`config.mk`:
```
export PLATFORM = sky130hd
export DESIGN_NAME = uart_regfront
export DESIGN_NICKNAME = d
export VERILOG_FILES = /design/src/rtl/uart_rf_pkg.sv /design/src/rtl/uart_rf_ctrl.sv /design/src/rtl/uart_rf_dpath.sv /design/src/rtl/uart_regfront.sv
export SDC_FILE = /design/constraint.sdc
export NUM_CORES = 1
export LEC_CHECK = 0
export BUFFER_PORTS_ARGS = -buffer_cell sky130_fd_sc_hd__buf_2
export CORE_MARGIN = 10
export CORE_UTILIZATION = 50
export DETAILED_ROUTE_END_ITERATION = 6
export PLACE_DENSITY = 0.71
export REMOVE_ABC_BUFFERS = 1
export SYNTH_ARGS = -nofsm -noshare
export SYNTH_HDL_FRONTEND = slang
export SYNTH_SLANG_ARGS = --single-unit
```
`constraint.sdc`:
```
create_clock -name clk -period 3.5 [get_ports clk]
set_input_delay 0.35 -clock clk [delete_from_list [all_inputs] [get_ports clk]]
set_output_delay 0.35 -clock clk [all_outputs]
set_load 0.05 [all_outputs]
```
`src/rtl/uart_rf_pkg.sv`:
```
package uart_rf_pkg;

  localparam int OFS_DATA      = 'h00;
  localparam int OFS_DATA_BYTE = 'h03;
  localparam int OFS_STAT      = 'h04;
  localparam int OFS_CTRL      = 'h08;
  localparam int OFS_DIV       = 'h0C;

  localparam int CTL_RX_EN  = 0;
  localparam int CTL_TX_EN  = 1;
  localparam int CTL_RX_IRQ = 2;
  localparam int CTL_TX_IRQ = 3;

  localparam int ST_DREADY = 0;
  localparam int ST_TSHIFT = 1;
  localparam int ST_TFIFO  = 2;
  localparam int ST_RHALF  = 8;
  localparam int ST_RFULL  = 10;

  typedef enum logic [1:0] {
    SEL_NONE,
    SEL_DATA,
    SEL_STAT,
    SEL_CTRL
  } regSel_e;

  typedef struct packed {
    logic pop;
    logic push;
    logic ctrlWr;
    logic txFire;
  } strobes_t;

endpackage

```
`src/rtl/uart_rf_ctrl.sv`:
```
module uart_rf_ctrl
  import uart_rf_pkg::*;
#(
  parameter int ADDR_W = 8,
  parameter int DATA_W = 32
) (
  input  logic              clk,
  input  logic              rstN,
  input  logic              pSel,
  input  logic              pEnable,
  input  logic              pWrite,
  input  logic [ADDR_W-1:0] pAddr,
  input  logic [DATA_W-1:0] pWdata,
  input  logic              rxValid,
  input  logic              rxReady,
  output strobes_t          strb,
  output regSel_e           regSel,
  output logic [DATA_W-1:0] ctrlQ,
  output logic              txValid,
  output logic [7:0]        txData,
  output logic              irqPulse
);

  logic [7:0] offs;
  logic       access;
  logic       irqQ;

  assign offs   = pAddr[7:0];
  assign access = pSel & pEnable;

  always_comb begin
    unique case (offs)
      8'(OFS_DATA), 8'(OFS_DATA_BYTE): regSel = SEL_DATA;
      8'(OFS_STAT):                    regSel = SEL_STAT;
      8'(OFS_CTRL):                    regSel = SEL_CTRL;
      default:                         regSel = SEL_NONE;
    endcase
  end

  always_comb begin
    strb.pop    = access & ~pWrite & (regSel == SEL_DATA);
    strb.push   = rxValid & rxReady & ctrlQ[CTL_RX_EN];
    strb.ctrlWr = access & pWrite & (regSel == SEL_CTRL);
    strb.txFire = access & pWrite & (regSel == SEL_DATA) & ctrlQ[CTL_TX_EN];
  end

  always_ff @(posedge clk or negedge rstN) begin
    if (!rstN) begin
      ctrlQ <= '0;
      irqQ  <= 1'b0;
    end else begin
      if (strb.ctrlWr) ctrlQ <= pWdata;
      irqQ <= (strb.push & ctrlQ[CTL_RX_IRQ]) | (strb.txFire & ctrlQ[CTL_TX_IRQ]);
    end
  end

  assign txValid  = strb.txFire;
  assign txData   = pWdata[7:0];
  assign irqPulse = irqQ;

  // a pulse always follows an event of the previous cycle
  a_r8_irq_has_cause: assert property (@(posedge clk) disable iff (!rstN)
    irqPulse |-> $past(strb.push | strb.txFire));

  // control word changes only on a control write
  a_r9_ctrl_hold: assert property (@(posedge clk) disable iff (!rstN)
    !strb.ctrlWr |=> $stable(ctrlQ));

  // an emitted byte always comes from a bus write access
  a_r7_tx_from_write: assert property (@(posedge clk) disable iff (!rstN)
    txValid |-> (pSel && pEnable && pWrite));

endmodule

```
`src/rtl/uart_rf_dpath.sv`:
```
module uart_rf_dpath
  import uart_rf_pkg::*;
#(
  parameter int DEPTH  = 16,
  parameter int DATA_W = 32
) (
  input  logic              clk,
  input  logic              rstN,
  input  strobes_t          strb,
  input  regSel_e           regSel,
  input  logic [DATA_W-1:0] ctrlQ,
  input  logic [7:0]        rxData,
  output logic              rxReady,
  output logic [DATA_W-1:0] pRdata
);

  localparam int CNT_W = $clog2(DEPTH + 1);
  localparam int IDX_W = (DEPTH > 1) ? $clog2(DEPTH) : 1;

  logic [7:0]       mem [DEPTH];
  logic [CNT_W-1:0] fillQ;
  logic [CNT_W-1:0] rdIdxQ;
  logic             dReadyQ;
  logic             drain;
  logic [IDX_W-1:0] wrAddr;
  logic [7:0]       headByte;
  logic [DATA_W-1:0] statWord;

  assign rxReady  = fillQ < CNT_W'(DEPTH);
  assign drain    = strb.pop && ((fillQ == '0) || (rdIdxQ + CNT_W'(1) >= fillQ));
  assign wrAddr   = drain ? '0 : fillQ[IDX_W-1:0];
  assign headByte = (fillQ != '0) ? mem[rdIdxQ[IDX_W-1:0]] : 8'h00;

  always_ff @(posedge clk) begin
    if (strb.push) mem[wrAddr] <= rxData;
  end

  always_ff @(posedge clk or negedge rstN) begin
    if (!rstN) begin
      fillQ   <= '0;
      rdIdxQ  <= '0;
      dReadyQ <= 1'b0;
    end else if (drain) begin
      rdIdxQ  <= '0;
      fillQ   <= strb.push ? CNT_W'(1) : '0;
      dReadyQ <= strb.push;
    end else begin
      if (strb.pop)  rdIdxQ <= rdIdxQ + CNT_W'(1);
      if (strb.push) begin
        fillQ   <= fillQ + CNT_W'(1);
        dReadyQ <= 1'b1;
      end
    end
  end

  always_comb begin
    statWord            = '0;
    statWord[ST_DREADY] = dReadyQ;
    statWord[ST_TSHIFT] = 1'b1;
    statWord[ST_TFIFO]  = 1'b1;
    statWord[ST_RHALF]  = fillQ >= CNT_W'(DEPTH / 2);
    statWord[ST_RFULL]  = fillQ == CNT_W'(DEPTH);
  end

  always_comb begin
    unique case (regSel)
      SEL_DATA: pRdata = DATA_W'(headByte);
      SEL_STAT: pRdata = statWord;
      SEL_CTRL: pRdata = ctrlQ;
      default:  pRdata = '0;
    endcase
  end

  // held count never exceeds the buffer depth
  a_r6_no_overflow: assert property (@(posedge clk) disable iff (!rstN)
    fillQ <= CNT_W'(DEPTH));

  // data ready agrees with a non-empty buffer
  a_r4_ready_tracks_fill: assert property (@(posedge clk) disable iff (!rstN)
    dReadyQ == (fillQ != '0));

  // read index stays inside the filled part, and is zero when empty
  a_r5_idx_inside: assert property (@(posedge clk) disable iff (!rstN)
    (fillQ == '0) ? (rdIdxQ == '0) : (rdIdxQ < fillQ));

endmodule

```
`src/rtl/uart_regfront.sv`:
```
module uart_regfront
  import uart_rf_pkg::*;
#(
  parameter int DEPTH  = 16,
  parameter int ADDR_W = 8,
  parameter int DATA_W = 32
) (
  input  logic              clk,
  input  logic              rstN,
  input  logic              pSel,
  input  logic              pEnable,
  input  logic              pWrite,
  input  logic [ADDR_W-1:0] pAddr,
  input  logic [DATA_W-1:0] pWdata,
  output logic [DATA_W-1:0] pRdata,
  output logic              pReady,
  input  logic              rxValid,
  input  logic [7:0]        rxData,
  output logic              rxReady,
  output logic              txValid,
  output logic [7:0]        txData,
  output logic              irqPulse
);

  strobes_t          strb;
  regSel_e           regSel;
  logic [DATA_W-1:0] ctrlQ;

  assign pReady = 1'b1;

  uart_rf_ctrl #(.ADDR_W(ADDR_W), .DATA_W(DATA_W)) ctrl_i (
    .clk      (clk),
    .rstN     (rstN),
    .pSel     (pSel),
    .pEnable  (pEnable),
    .pWrite   (pWrite),
    .pAddr    (pAddr),
    .pWdata   (pWdata),
    .rxValid  (rxValid),
    .rxReady  (rxReady),
    .strb     (strb),
    .regSel   (regSel),
    .ctrlQ    (ctrlQ),
    .txValid  (txValid),
    .txData   (txData),
    .irqPulse (irqPulse)
  );

  uart_rf_dpath #(.DEPTH(DEPTH), .DATA_W(DATA_W)) dpath_i (
    .clk     (clk),
    .rstN    (rstN),
    .strb    (strb),
    .regSel  (regSel),
    .ctrlQ   (ctrlQ),
    .rxData  (rxData),
    .rxReady (rxReady),
    .pRdata  (pRdata)
  );

endmodule

```
==> summary.txt <==
GRT
  – Met3 usage: 5.24%
  – GR peak layer: met2
  – GRT Total Usage: 17.6%
  – GR Layer Usage met2: 26.4%
  – Global-route wire length before repair: around 27 mm
  – GRT met1 Usage: 23.6%
  – Global route overflow: 0
  – Initial antenna violation count: 0
  – Largest net degree at the start of global routing: 45
  – Vias in the first global route: around 4600

Clocking
  – Total setup buffers inserted after CTS: 0
  – CTS tree: built
  – Root buffer cell: clkbuf_16
  – Clock transition at the registers of the reported paths: 70 ps
  – Clock sink total: 172
  – Number of H-tree levels: 4
  – Max clock buf depth: 2
  – CTS resizes: 0
  – Cts hold-fix bufs: 0
  – Clock buffer count from CTS: 17
  – Skew-Pair Late Insertion Delay: approximately 430 ps

Power
  – VDD IR-drop max: approximately 0.74 mV
  – Overall Power: about 4.2 mW
  – P_leak: 3.49 nW
  – Power Dens Cells: 479 nW/um^2

Cells and area
  – Share of cells above drive strength 1: a little over 40%
  – Filler cell count: 1095
  – Fin nets: 621
  – Layout area overhead: 16.8%
  – Final instance area: 8820 sq um
  – Multi-input gate area: 2370 sq um
  – # diodes: 0
  – Register Area: 4950 sq um

Status
  – Outcome: finished, final reports clean

Routing
  – DR DRC count: 0
  – Via density: about 5.7
  – Total wire length: 17.5 mm
  – Post-DRT Antenna Nets: 0
  – DRT Pass-1 Iters: 4
  – Via count: 4336
  – DRT iter0 DRCs: 387
  – Routed wire length per instance: 23.2 um

Timing
  – Final setup fails: 0
  – Final Hold Violating Endpoints: 0
  – RSZ-0062 raised after global routing: false
  – Post-layout min period: 3100 ps
  – Period utilisation layout: 88.7%
  – Least-Margin Pin Slew: 1010 ps
  – Slew headroom: 32.4%
  – Highest clock rate: 0.322 GHz
  – Slew Limit Fails: 0
  – Hold slack: 81.6 ps
  – Worst Clk Skew: 12.2 ps
  – Slack of the critical path: 396 ps

Synthesis
  – Distinct cells, synth: 47
  – Predominant post-synthesis flop cell: edfxtp_1
  – Top-area cell type share of the netlist area: between 50% and 60%
  – Syn. warnings: 0
  – Number of synthesized flops with an enable pin: between 100 and 150
  – Ys async rst share: roughly 26%
  – Synth Area in Compound Gates: ~3.9%
  – Number of synthesized register bits: 172
  – Simple-gate share of the synthesized area: 8.32%
  – Post-Synth XOR/XNOR Area: 0.812%
  – Synth Instances: 454
  – Syn Area/Cell: 16.6 sq um
  – Synth area leader: edfxtp_1
  – Sequential-to-total area share from yosys stat: 65.5%
  – Largest family of logic cells by synthesized area: multiplexers
  – Adder-Cell Fraction of Synth Area: under 10%
  – Mux share of post-synthesis cell area: 17.0%
  – Synth top area cells: edfxtp_1 (51%), dfrtp_1 (15%), mux4_2 (9.5%)
  – Mapped Area: around 7500 sq um

Die
  – CORE AREA: 14600 sq um
  – Die area: 20400 sq um
  – DIE HEIGHT: 143 um
  – I/O pin count: 98
  – Initial core utilization: 51.6%
  – Row cnt: between 40 and 50
  – Die Wd: 143 um

Worst hold path
  – Type of the most critical hold path: input pin to asynchronous set/reset pin

Placed design
  – Area after DPL: 8220 sq um
  – DP Worst Slack: approximately 390 ps
  – Hpwl dp: 12.1 mm
  – Routability congestion estimate: ~0.86
  – Port bufs: 96

Run
  – Max Cap Violations: 0

Worst setup path
  – CP Class: register to register
  – Crit Path Max Fanout: 34
  – Crit path required time: 3640 ps
  – Worst r2r path cells: 10
  – Critical Path AT: 3240 ps
  – Setup crit end kind: register
  – Startpoint types: register
==> layer usage <==
metal | up-vias | part of all wire [%]
li1 | 1927 | -
met1 | 2168 | 42
met2 | 218 | 46
met3 | 23 | 9.1
met4 | 0 | 2.3
met5 | - | 0
==> cell usage in the layout, fill, tap and decap left out, drive strengths merged <==
master | synthesis | routed
nand2 | 46 | 46
and3 | 1 | 1
clkinv | 0 | 7
clkinvlp | 0 | 1
a211o | 1 | 1
nand3 | 5 | 5
o221ai | 1 | 1
o211ai | 1 | 1
nor4 | 2 | 2
o21a | 1 | 1
clkbuf | 8 | 17
buf | 24 | 118
nand4 | 7 | 7
nor2 | 22 | 22
mux2 | 32 | 32
ha | 8 | 8
o21ai | 12 | 12
a22oi | 5 | 5
or3 | 1 | 1
a31oi | 1 | 1
a21oi | 9 | 9
nor2b | 3 | 3
xor2 | 1 | 1
dfrtp | 44 | 44
a22o | 1 | 1
xnor2 | 6 | 6
nor3 | 5 | 5
and2 | 22 | 22
mux4 | 32 | 32
inv | 8 | 15
o2111ai | 3 | 3
o22ai | 1 | 1
mux2i | 9 | 9
nor4b | 1 | 1
edfxtp | 128 | 128
nor4bb | 2 | 2
conb | 1 | 1
==> report_power, final <==
group | switching [mW] | internal [mW] | leakage, nW | total, mW
clock | 0.900 | 0.960 | 0.288 | 1.86
combinational | 0.106 | 0.0614 | 1.46 | 0.167
sequential | 0.00367 | 2.20 | 1.74 | 2.20
==> layout make-up <==
cell class,count,area share (%)
tap,184,2.61
timing repair buffer,118,7.32
inverter,8,0.340
clock inverter,15,1.94
clock buffer,17,4.82
sequential,172,56.1
multi-input combinational,242,26.9
==> path summary, 6_finish.rpt <==
kind,from,end,slack [ps]
max in group asynchronous,rstN,dpath_i.rdIdxQ[0]$_DFFE_PN0P_,2730
min reg2reg,ctrl_i.ctrlQ[22]$_DFFE_PN0P_,ctrl_i.ctrlQ[22]$_DFFE_PN0P_,500
max reg2reg,dpath_i.rdIdxQ[1]$_DFFE_PN0P_,dpath_i.mem[2][3]$_DFFE_PP_,400
min in group clk,pWdata[31],ctrl_i.ctrlQ[31]$_DFFE_PN0P_,140
min,rstN,ctrl_i.ctrlQ[24]$_DFFE_PN0P_,80
max,dpath_i.rdIdxQ[1]$_DFFE_PN0P_,dpath_i.mem[2][3]$_DFFE_PP_,400
==> flip-flops by register name, summed over array words and instances, names as in the netlist <==
| name | count |
|---|---|
| ctrl_i.irqPulse | 1 |
| ctrl_i.ctrlQ | 32 |
| dpath_i.mem | 128 |
| dpath_i.dReadyQ | 1 |
| dpath_i.fillQ | 5 |
| dpath_i.rdIdxQ | 5 |
==> synth_stat cells (2+ instances only) <==
master / instances
o21ai_0: 11
mux2_2: 2
nor4bb_1: 2
clkbuf_1: 7
inv_1: 7
nor2b_1: 3
buf_2: 6
nand3_1: 4
nor3_1: 2
xnor2_1: 6
mux2i_1: 9
o2111ai_4: 3
ha_1: 8
nand4_1: 6
nor2_1: 21
a21oi_1: 9
dfrtp_1: 44
buf_4: 10
mux2_4: 30
mux4_2: 32
and2_1: 22
nand2_1: 46
nor3_2: 3
buf_1: 3
edfxtp_1: 128
a22oi_1: 5
buf_6: 5
==> critical path, stage by stage, from the launching register on <==
cell	delay, ps
dfrtp_1	350
buf_4	420
nand3_1	160
xnor2_1	170
ha_1	190
a211o_1	320
a31oi_4	330
buf_4	240
nor2_4	80
nor4bb_1	320
buf_4	230
==> kinds of logic (layout without fill, tap and decap cells) <==
logic type | Yosys count | in the layout
xor+xnor | 7 | 7
mux | 73 | 73
fa+ha+maj | 8 | 8
other cells | 1 | 1
compound gates | 36 | 36
simple gates | 117 | 117
flops | 172 | 172
buf+inv | 40 | 158
==> stage by stage <==
stage / setup TNS (ps) / instances / util, %
CTS: 0 / 756 / 60.2
finish: 0 / 756 / 60.2
global placement: 0 / 724 / 56.2
detailed placement: 0 / 724 / 56.2
global route: 0 / 756 / 60.2
floorplan: -86200 / 422 / -
Power figures use the tool's default switching activity.
